$ cat config.mk
export PLATFORM = sky130hd
export DESIGN_NAME = isc_bank
export DESIGN_NICKNAME = d
export VERILOG_FILES = /design/src/rtl/isc_pkg.sv /design/src/rtl/isc_sync.sv /design/src/rtl/isc_detect.sv /design/src/rtl/isc_regs.sv /design/src/rtl/isc_bank.sv
export SDC_FILE = /design/constraint.sdc
export NUM_CORES = 1
export LEC_CHECK = 0
export BUFFER_PORTS_ARGS = -buffer_cell sky130_fd_sc_hd__buf_2
export CORE_UTILIZATION = 55
export CTS_BUF_LIST = sky130_fd_sc_hd__clkbuf_8
export DETAILED_ROUTE_END_ITERATION = 12
export GPL_TIMING_DRIVEN = 1
export PLACE_DENSITY = 0.78
export SYNTH_ARGS = -nofsm -noshare
export SYNTH_HDL_FRONTEND = slang
export SYNTH_SLANG_ARGS = --single-unit
$ cat constraint.sdc
create_clock -name clk_i -period 1.4 [get_ports clk_i]
set_input_delay 0.35 -clock clk_i [delete_from_list [all_inputs] [get_ports clk_i]]
set_output_delay 0.35 -clock clk_i [all_outputs]
set_load 0.02 [all_outputs]
$ cat src/rtl/isc_pkg.sv
package isc_pkg;
  localparam int DW = 32;
  localparam int AW = 8;

  typedef enum logic [3:0] {
    RG_CTRL   = 4'h0,
    RG_EN_CLR = 4'h1,
    RG_ST_CLR = 4'h2,
    RG_POL    = 4'h3,
    RG_TYPE   = 4'h4,
    RG_RAW    = 4'h5,
    RG_MSK    = 4'h6,
    RG_EN     = 4'h7
  } region_e;

  localparam logic [3:0] CTL_GLOBAL = 4'h0;
  localparam logic [3:0] CTL_EN_SET = 4'h1;
  localparam logic [3:0] CTL_EN_CLR = 4'h2;
  localparam logic [3:0] CTL_ST_CLR = 4'h3;
  localparam logic [3:0] CTL_ST_SET = 4'h4;
endpackage

$ cat src/rtl/isc_sync.sv
module isc_sync #(
  parameter int W = 8
) (
  input  logic         clk_i,
  input  logic         rst_ni,
  input  logic [W-1:0] d_i,
  output logic [W-1:0] q_o
);
  for (genvar g = 0; g < W; g++) begin : g_bit
    logic s1_q, s2_q;
    always_ff @(posedge clk_i or negedge rst_ni) begin
      if (!rst_ni) begin
        s1_q <= 1'b0;
        s2_q <= 1'b0;
      end else begin
        s1_q <= d_i[g];
        s2_q <= s1_q;
      end
    end
    assign q_o[g] = s2_q;
  end
endmodule

$ cat src/rtl/isc_detect.sv
module isc_detect #(
  parameter int N = 64
) (
  input  logic         clk_i,
  input  logic         rst_ni,
  input  logic [N-1:0] sync_i,
  input  logic [N-1:0] pol_i,
  input  logic [N-1:0] type_i,
  input  logic [N-1:0] clr_i,
  input  logic [N-1:0] set_i,
  output logic [N-1:0] pend_o
);
  for (genvar g = 0; g < N; g++) begin : g_src
    logic prev_q, lat_q, lat_d, hit;

    always_comb begin
      hit = pol_i[g] ? (sync_i[g] & ~prev_q) : (~sync_i[g] & prev_q);
      if (!type_i[g])               lat_d = 1'b0;
      else if (hit || set_i[g])     lat_d = 1'b1;  // capture beats clear
      else if (clr_i[g])            lat_d = 1'b0;
      else                          lat_d = lat_q;
    end

    always_ff @(posedge clk_i or negedge rst_ni) begin
      if (!rst_ni) begin
        prev_q <= 1'b0;
        lat_q  <= 1'b0;
      end else begin
        prev_q <= sync_i[g];
        lat_q  <= lat_d;
      end
    end

    assign pend_o[g] = type_i[g] ? lat_q : (pol_i[g] ? sync_i[g] : ~sync_i[g]);

    AST_EDGE_CAPTURE: assert property (@(posedge clk_i) disable iff (!rst_ni)
      (type_i[g] && hit) |=> lat_q) else $error("edge lost");
    AST_EDGE_HOLD: assert property (@(posedge clk_i) disable iff (!rst_ni)
      (type_i[g] && lat_q && !clr_i[g]) |=> lat_q) else $error("latch dropped");
  end
endmodule

$ cat src/rtl/isc_regs.sv
module isc_regs
  import isc_pkg::*;
#(
  parameter int N = 64
) (
  input  logic          clk_i,
  input  logic          rst_ni,
  input  logic          req_i,
  input  logic          we_i,
  input  logic [AW-1:0] addr_i,
  input  logic [DW-1:0] wdata_i,
  input  logic [N-1:0]  pend_i,
  output logic [DW-1:0] rdata_o,
  output logic          glb_o,
  output logic [N-1:0]  en_o,
  output logic [N-1:0]  pol_o,
  output logic [N-1:0]  type_o,
  output logic [N-1:0]  st_clr_o,
  output logic [N-1:0]  st_set_o
);
  localparam int NW  = (N + DW - 1) / DW;
  localparam int PAD = NW * DW;
  localparam int IW  = (N > 1) ? $clog2(N) : 1;

  region_e    rg;
  logic [3:0] widx;
  logic       wr, rd, wr_ctl, idx_ok;
  logic [N-1:0] idx_hot, wsel, wmask;
  logic [N-1:0] en_set, en_clr;
  logic [N-1:0] en_q, pol_q, type_q;
  logic         glb_q;
  logic [DW-1:0] rdata_q;

  assign rg     = region_e'(addr_i[7:4]);
  assign widx   = addr_i[3:0];
  assign wr     = req_i & we_i;
  assign rd     = req_i & ~we_i;
  assign wr_ctl = wr && (rg == RG_CTRL);
  assign idx_ok = (wdata_i < DW'(N));

  for (genvar b = 0; b < N; b++) begin : g_bit
    assign idx_hot[b] = idx_ok && (wdata_i[IW-1:0] == IW'(b));
    assign wsel[b]    = (widx == 4'(b / DW));
    assign wmask[b]   = wsel[b] & wdata_i[b % DW];
  end

  assign en_set   = (wr_ctl && widx == CTL_EN_SET) ? idx_hot : '0;
  assign en_clr   = ((wr_ctl && widx == CTL_EN_CLR) ? idx_hot : '0)
                  | ((wr && rg == RG_EN_CLR) ? wmask : '0);
  assign st_clr_o = ((wr_ctl && widx == CTL_ST_CLR) ? idx_hot : '0)
                  | ((wr && rg == RG_ST_CLR) ? wmask : '0);
  assign st_set_o = (wr_ctl && widx == CTL_ST_SET) ? idx_hot : '0;

  always_ff @(posedge clk_i or negedge rst_ni) begin
    if (!rst_ni) begin
      glb_q  <= 1'b0;
      en_q   <= '0;
      pol_q  <= '1;
      type_q <= '0;
    end else begin
      en_q <= (en_q | en_set) & ~en_clr;
      if (wr_ctl && widx == CTL_GLOBAL) glb_q <= wdata_i[0];
      if (wr && rg == RG_POL)  pol_q  <= (pol_q  & ~wsel) | wmask;
      if (wr && rg == RG_TYPE) type_q <= (type_q & ~wsel) | wmask;
    end
  end

  function automatic logic [DW-1:0] pick(input logic [N-1:0] v, input logic [3:0] i);
    logic [PAD-1:0] p;
    p    = PAD'(v);
    pick = '0;
    for (int w = 0; w < NW; w++) if (i == 4'(w)) pick = p[w*DW +: DW];
  endfunction

  always_ff @(posedge clk_i or negedge rst_ni) begin
    if (!rst_ni) rdata_q <= '0;
    else if (rd) begin
      case (rg)
        RG_CTRL: rdata_q <= (widx == CTL_GLOBAL) ? DW'(glb_q) : '0;
        RG_POL:  rdata_q <= pick(pol_q, widx);
        RG_TYPE: rdata_q <= pick(type_q, widx);
        RG_RAW:  rdata_q <= pick(pend_i, widx);
        RG_MSK:  rdata_q <= pick(pend_i & en_q, widx);
        RG_EN:   rdata_q <= pick(en_q, widx);
        default: rdata_q <= '0;
      endcase
    end
  end

  assign rdata_o = rdata_q;
  assign glb_o   = glb_q;
  assign en_o    = en_q;
  assign pol_o   = pol_q;
  assign type_o  = type_q;

  AST_EN_SET_IDX: assert property (@(posedge clk_i) disable iff (!rst_ni)
    (wr_ctl && widx == CTL_EN_SET && idx_ok) |=> ((en_q & $past(idx_hot)) == $past(idx_hot)))
    else $error("enable set missed");
  AST_EN_CLR_IDX: assert property (@(posedge clk_i) disable iff (!rst_ni)
    (wr_ctl && widx == CTL_EN_CLR && idx_ok) |=> ((en_q & $past(idx_hot)) == '0))
    else $error("enable clear missed");
  AST_BAD_IDX: assert property (@(posedge clk_i) disable iff (!rst_ni)
    (wr_ctl && !idx_ok && (widx == CTL_EN_SET || widx == CTL_EN_CLR)) |=> $stable(en_q))
    else $error("out-of-range index acted");
endmodule

$ cat src/rtl/isc_bank.sv
module isc_bank
  import isc_pkg::*;
#(
  parameter int NUM_SRC = 64
) (
  input  logic               clk_i,
  input  logic               rst_ni,
  input  logic [NUM_SRC-1:0] src_i,
  input  logic               req_i,
  input  logic               we_i,
  input  logic [7:0]         addr_i,
  input  logic [31:0]        wdata_i,
  output logic [31:0]        rdata_o,
  output logic [NUM_SRC-1:0] irq_o
);
  logic [NUM_SRC-1:0] sync_w, pend_w, en_w, pol_w, type_w, clr_w, set_w;
  logic               glb_w;

  isc_sync #(.W(NUM_SRC)) u_sync (
    .clk_i (clk_i),
    .rst_ni(rst_ni),
    .d_i   (src_i),
    .q_o   (sync_w)
  );

  isc_detect #(.N(NUM_SRC)) u_det (
    .clk_i (clk_i),
    .rst_ni(rst_ni),
    .sync_i(sync_w),
    .pol_i (pol_w),
    .type_i(type_w),
    .clr_i (clr_w),
    .set_i (set_w),
    .pend_o(pend_w)
  );

  isc_regs #(.N(NUM_SRC)) u_regs (
    .clk_i   (clk_i),
    .rst_ni  (rst_ni),
    .req_i   (req_i),
    .we_i    (we_i),
    .addr_i  (addr_i),
    .wdata_i (wdata_i),
    .pend_i  (pend_w),
    .rdata_o (rdata_o),
    .glb_o   (glb_w),
    .en_o    (en_w),
    .pol_o   (pol_w),
    .type_o  (type_w),
    .st_clr_o(clr_w),
    .st_set_o(set_w)
  );

  assign irq_o = glb_w ? (pend_w & en_w) : '0;
endmodule

==> results <==
- The kind of cell adding the most delay to the critical path is flip-flops.
- The sum of net half-perimeters after detailed placement is 64400 microns.
- The number of flops mapped to enable cells by yosys is 0.
- The number of clock buffers inserted by TritonCTS is 81.
- The post-synthesis instance area is 22500 sq um.
- The via count of the first global-routing pass came to 25200.
- Global routing used 48.0% of the available tracks across all layers.
- The number of buffers and inverters on the critical path is 1.
- The tool flagged a number of max-cap violations equal to 0.
- Synthesis inferred 481 register bits.
- The number of pins with negative max-slew slack in the final report is 0.
- In this run, the clock network consumes 41.9% of the power.
- The sequential cells in the finished layout cover a total of 12100 sq um.
- The worst setup path is launched from a flip-flop.
- Fill cells in the final layout number 1725.
- Summed over all layers, the global routing overflow is 0.
- For this run, global-route usage on met1 was measured as 58.0%.
- In this run the remaining antenna-violating nets after routing total 0.
- The busiest layer in global routing is met2.
- The combined area of the multi-input logic cells is 12300 sq um.
- The number of buffer cells added on primary ports is 203.
- Of the total power, the share spent switching nets is 27.7%.
- The number of antenna violations at the first check in global routing is 9.
- The maximum clock insertion buffer count is 3.
- The number of setup violations in the final report is 285.
- After layout, the worst setup slack is -1.14 ns.
- Entering global routing, the biggest net connects 69 pins.
- The H-tree was split into 3 levels.
- Dividing the detail-routed wire length by the instance count gives 29.6 microns.
- For this block, the via count after detailed routing is 25700.
- In this run the power spent charging and discharging nets is 0.00884 W.
- The total power divided by cell area is 894 nW/um^2.
- The final layout contains 3265 nets.
- In this run, flip-flops and latches consume 46.2% of the power.
- The worst min-delay path class is in -> reg.
- The achievable clock frequency is 393 MHz.
- The fraction of final layout cells with drive strength greater than 1 is 47.8%.
- The netlist uses 58 different library cells.
- The first global-routing pass estimated 148000 microns of wire.
- The floorplan step defined a die boundary enclosing 41700 sq um.
- The number of rows in the core area is 73.
- The clock tree root buffer cell is sky130_fd_sc_hd__clkbuf_8.
- The die boundary width is 204 microns.
- The final reports fail on negative setup slack.
- After floorplanning, the core was sized to cover 40000 sq um.
- The average instance in the mapped netlist occupies 9.89 sq um.
- At the end of routability-driven placement, the weighted congestion stood at 0.975.
- Clock latency on the worst-skew pair, taken at its later pin, is 0.72 ns.
- The overall routed net length is 111000 microns.
- The critical path goes through xor2_2, o21ai_2, and3_4, buf_6.
- Prior to clock tree synthesis, the placed netlist has a worst setup slack of -1.01 ns.
- The run finished, with violations left.
- The total count of hold-check failures in the final report is 0.
- The internal power is 0.0230 W.
- The worst pin sits at a relative slew slack of 57.8%.
- The total of warnings raised by yosys is 0.
- The fraction of the cycle the final worst path needs is 182%.
- The static leakage is 16.4 nW.
- Global routing used 14.0% of the available met3 tracks.
- The power share of the combinational group is 11.8%.
- After detailed routing, the number of vias per cell comes to 6.85.
- The classification of the worst setup path is reg -> out.
- In this run the vertical extent of the chip is 204 microns.
- In this run, the number of DRC markers left after iteration 0 of detailed routing was 3700.
- 204 I/O pins were placed.
- TritonCTS built the clock tree.
- The clock transition at the register clock pins on the worst setup and hold paths after CTS is 0.08 ns.
- The DRC violation count after routing is 0.
- When the netlist entered floorplanning its net count stood at 2381.
- The post-synthesis async set-or-reset flop share is 100%.
- The arrival time reported for the critical path endpoint is 2.19 ns.
- The layout overhead on the synthesized area is 58.6%.
- The worst setup path is captured at a primary output.
- The setup clock skew after layout is 0.0291 ns.
- The first detailed-routing pass ran for 7 iterations.
- For this design, the sink count on the clock tree is 481.
- The effective utilization at floorplan is 56.2%.
- The slowest stage of the critical path belongs to the cell sky130_fd_sc_hd__dfstp_2.
- For the finished layout, the period the worst path requires is 2.54 ns.
- The worst voltage drop across the vdd grid is 0.00152 V.
- After routing, the total negative slack on setup checks comes to -78.07 ns.
- For this run, the slowest stage of the critical path takes 0.71 ns.
- In the synthesized netlist, the number of instances is 2273.
- The most used flip-flop cell after synthesis is sky130_fd_sc_hd__dfrtp_1.
- Along the worst path, the maximum fanout reaches 2.
- Setup repair after global routing could not meet its margin everywhere.
- The pin slew with the least headroom to its limit is 0.631 ns.
- STA puts the critical path data required time at 1.05 ns.
- Summing the sequential cell areas from Yosys gives 53.9% of the chip area.
- The routing usage on met2 is 73.6%.
area by class of cell:
type,instances,area share [%]
clock inverter,44,0.653
inverter,51,0.537
sequential,481,34.0
tap,525,1.84
antenna,5,0.0351
multi-input combinational,1603,34.6
clock buffer,106,4.09
timing repair buffer,939,24.2
layer usage:
metal | part of all wire, % | vias to the layer above
met3 | 14 | 857
met1 | 33 | 12300
met5 | 0.043 | -
li1 | - | 10000
met4 | 9.8 | 6
met2 | 43 | 2472
kinds of logic after synthesis:
family                    synth area share (%)
xor gates and xnor gates                  2.53
and+or+nand+nor                           13.3
muxes                                     5.00
DFF                                       53.9
buffers and inverters                     3.65
AOI/OAI and AO/OA                         21.6
worst register-to-register path: stages, from the launching register on:
cell                       delay (ns)
sky130_fd_sc_hd__dfstp_2         0.55
sky130_fd_sc_hd__xor2_2          0.21
sky130_fd_sc_hd__o21ai_2         0.12
sky130_fd_sc_hd__buf_4           0.15
sky130_fd_sc_hd__buf_4           0.13
sky130_fd_sc_hd__buf_4           0.12
sky130_fd_sc_hd__buf_4           0.12
sky130_fd_sc_hd__buf_4           0.12
sky130_fd_sc_hd__buf_4           0.12
sky130_fd_sc_hd__buf_4           0.12
sky130_fd_sc_hd__buf_4           0.12
sky130_fd_sc_hd__nand2b_1        0.14
sky130_fd_sc_hd__o221ai_1        0.09
sky130_fd_sc_hd__o21ai_1         0.10
path summary, 6_finish.rpt:
path,slack [ns],start,endpoint,cells after the start
min,0.01,wdata_i[25],u_regs.en_o[25],3
max,-1.14,flip-flop,irq_o[51],4
min in group asynchronous,0.11,rst_ni,u_sync.g_bit[44].s1_q,2
min reg2reg,0.34,u_sync.g_bit[7].s1_q,u_sync.g_bit[7].s2_q,0
max in group asynchronous,0.53,rst_ni,async pin,4
max reg2reg,-0.94,flip-flop,u_regs.rdata_o[11],13
power groups by stage:
stage	Sequential, W	Combinational [W]	Clock, W
2_1_floorplan	0.0149	0.000953	0
3_3_place_gp	0.0149	0.00274	0
3_5_place_dp	0.0149	0.00281	0
4_1_cts	0.0147	0.00342	0.0131
5_1_grt	0.0147	0.00392	0.0139
6_report	0.0147	0.00376	0.0134
metrics by stage:
step	cell area (sq um)	hold slack, ns	utilization [%]	std cells	total power (W)
after floorplan	23400	0.0544	-	2273	0.0158
after global placement	28700	0.235	71.8	3374	0.0176
after detailed placement	28700	0.227	71.8	3374	0.0177
after CTS	33400	0.00529	83.4	3713	0.0312
after global routing	35600	0.00206	89.1	3751	0.0325
final	35700	0.0125	89.1	3754	0.0319
timing repair:
item	4_1_cts	5_1_grt
gates cloned	4	14
hold endpoints to repair	389	0
pin swaps	142	177
resized for setup	424	379
hold buffers	66	0
setup endpoints to repair	240	298
setup buffers	144	97
layout by cell type, fill, tap and decap left out, types with 16 or more instances in the layout:
cell type / netlist / routed
sky130_fd_sc_hd__inv_1: 50 / 78
sky130_fd_sc_hd__mux2i_1: 20 / 20
sky130_fd_sc_hd__xor2_1: 65 / 36
sky130_fd_sc_hd__mux2_1: 30 / 27
sky130_fd_sc_hd__mux2_4: 0 / 44
sky130_fd_sc_hd__a21oi_1: 203 / 101
sky130_fd_sc_hd__o21ai_2: 0 / 38
sky130_fd_sc_hd__buf_6: 3 / 154
sky130_fd_sc_hd__a21oi_4: 0 / 35
sky130_fd_sc_hd__a22oi_1: 97 / 94
sky130_fd_sc_hd__o221ai_1: 29 / 18
sky130_fd_sc_hd__clkbuf_8: 0 / 106
sky130_fd_sc_hd__buf_4: 9 / 530
sky130_fd_sc_hd__and3_1: 68 / 31
sky130_fd_sc_hd__dlygate4sd3_1: 0 / 66
sky130_fd_sc_hd__o21ai_1: 7 / 84
sky130_fd_sc_hd__nand2_1: 306 / 304
sky130_fd_sc_hd__xor2_2: 0 / 28
sky130_fd_sc_hd__dfrtp_1: 417 / 409
sky130_fd_sc_hd__nor2_1: 170 / 143
sky130_fd_sc_hd__o31a_1: 22 / 22
sky130_fd_sc_hd__nand3_1: 27 / 16
sky130_fd_sc_hd__a221oi_2: 2 / 88
sky130_fd_sc_hd__o21ai_0: 248 / 133
sky130_fd_sc_hd__o21a_1: 29 / 29
sky130_fd_sc_hd__buf_2: 41 / 100
sky130_fd_sc_hd__dfstp_2: 64 / 64
sky130_fd_sc_hd__and3_4: 0 / 38
sky130_fd_sc_hd__buf_12: 0 / 60
sky130_fd_sc_hd__nor3_4: 2 / 17
sky130_fd_sc_hd__a21oi_2: 0 / 67
Yosys cell counts, types with 10 or more instances:
master / n / area share, %
sky130_fd_sc_hd__a21o_1: 15 / 0.50
sky130_fd_sc_hd__a21oi_1: 203 / 4.5
sky130_fd_sc_hd__a221oi_1: 93 / 3.6
sky130_fd_sc_hd__a22oi_1: 97 / 3.2
sky130_fd_sc_hd__a31oi_1: 10 / 0.28
sky130_fd_sc_hd__and3_1: 68 / 1.9
sky130_fd_sc_hd__buf_2: 41 / 0.91
sky130_fd_sc_hd__clkbuf_1: 82 / 1.4
sky130_fd_sc_hd__dfrtp_1: 417 / 46
sky130_fd_sc_hd__dfstp_2: 64 / 7.5
sky130_fd_sc_hd__inv_1: 50 / 0.84
sky130_fd_sc_hd__mux2_1: 30 / 1.5
sky130_fd_sc_hd__mux2_2: 52 / 2.6
sky130_fd_sc_hd__mux2i_1: 20 / 0.89
sky130_fd_sc_hd__nand2_1: 306 / 5.1
sky130_fd_sc_hd__nand2b_1: 19 / 0.53
sky130_fd_sc_hd__nand3_1: 27 / 0.60
sky130_fd_sc_hd__nor2_1: 170 / 2.8
sky130_fd_sc_hd__nor3_1: 24 / 0.53
sky130_fd_sc_hd__o21a_1: 29 / 0.97
sky130_fd_sc_hd__o21ai_0: 248 / 5.5
sky130_fd_sc_hd__o221ai_1: 29 / 1.1
sky130_fd_sc_hd__o31a_1: 22 / 0.86
sky130_fd_sc_hd__xor2_1: 65 / 2.5
(Power assumes the default switching activity.)
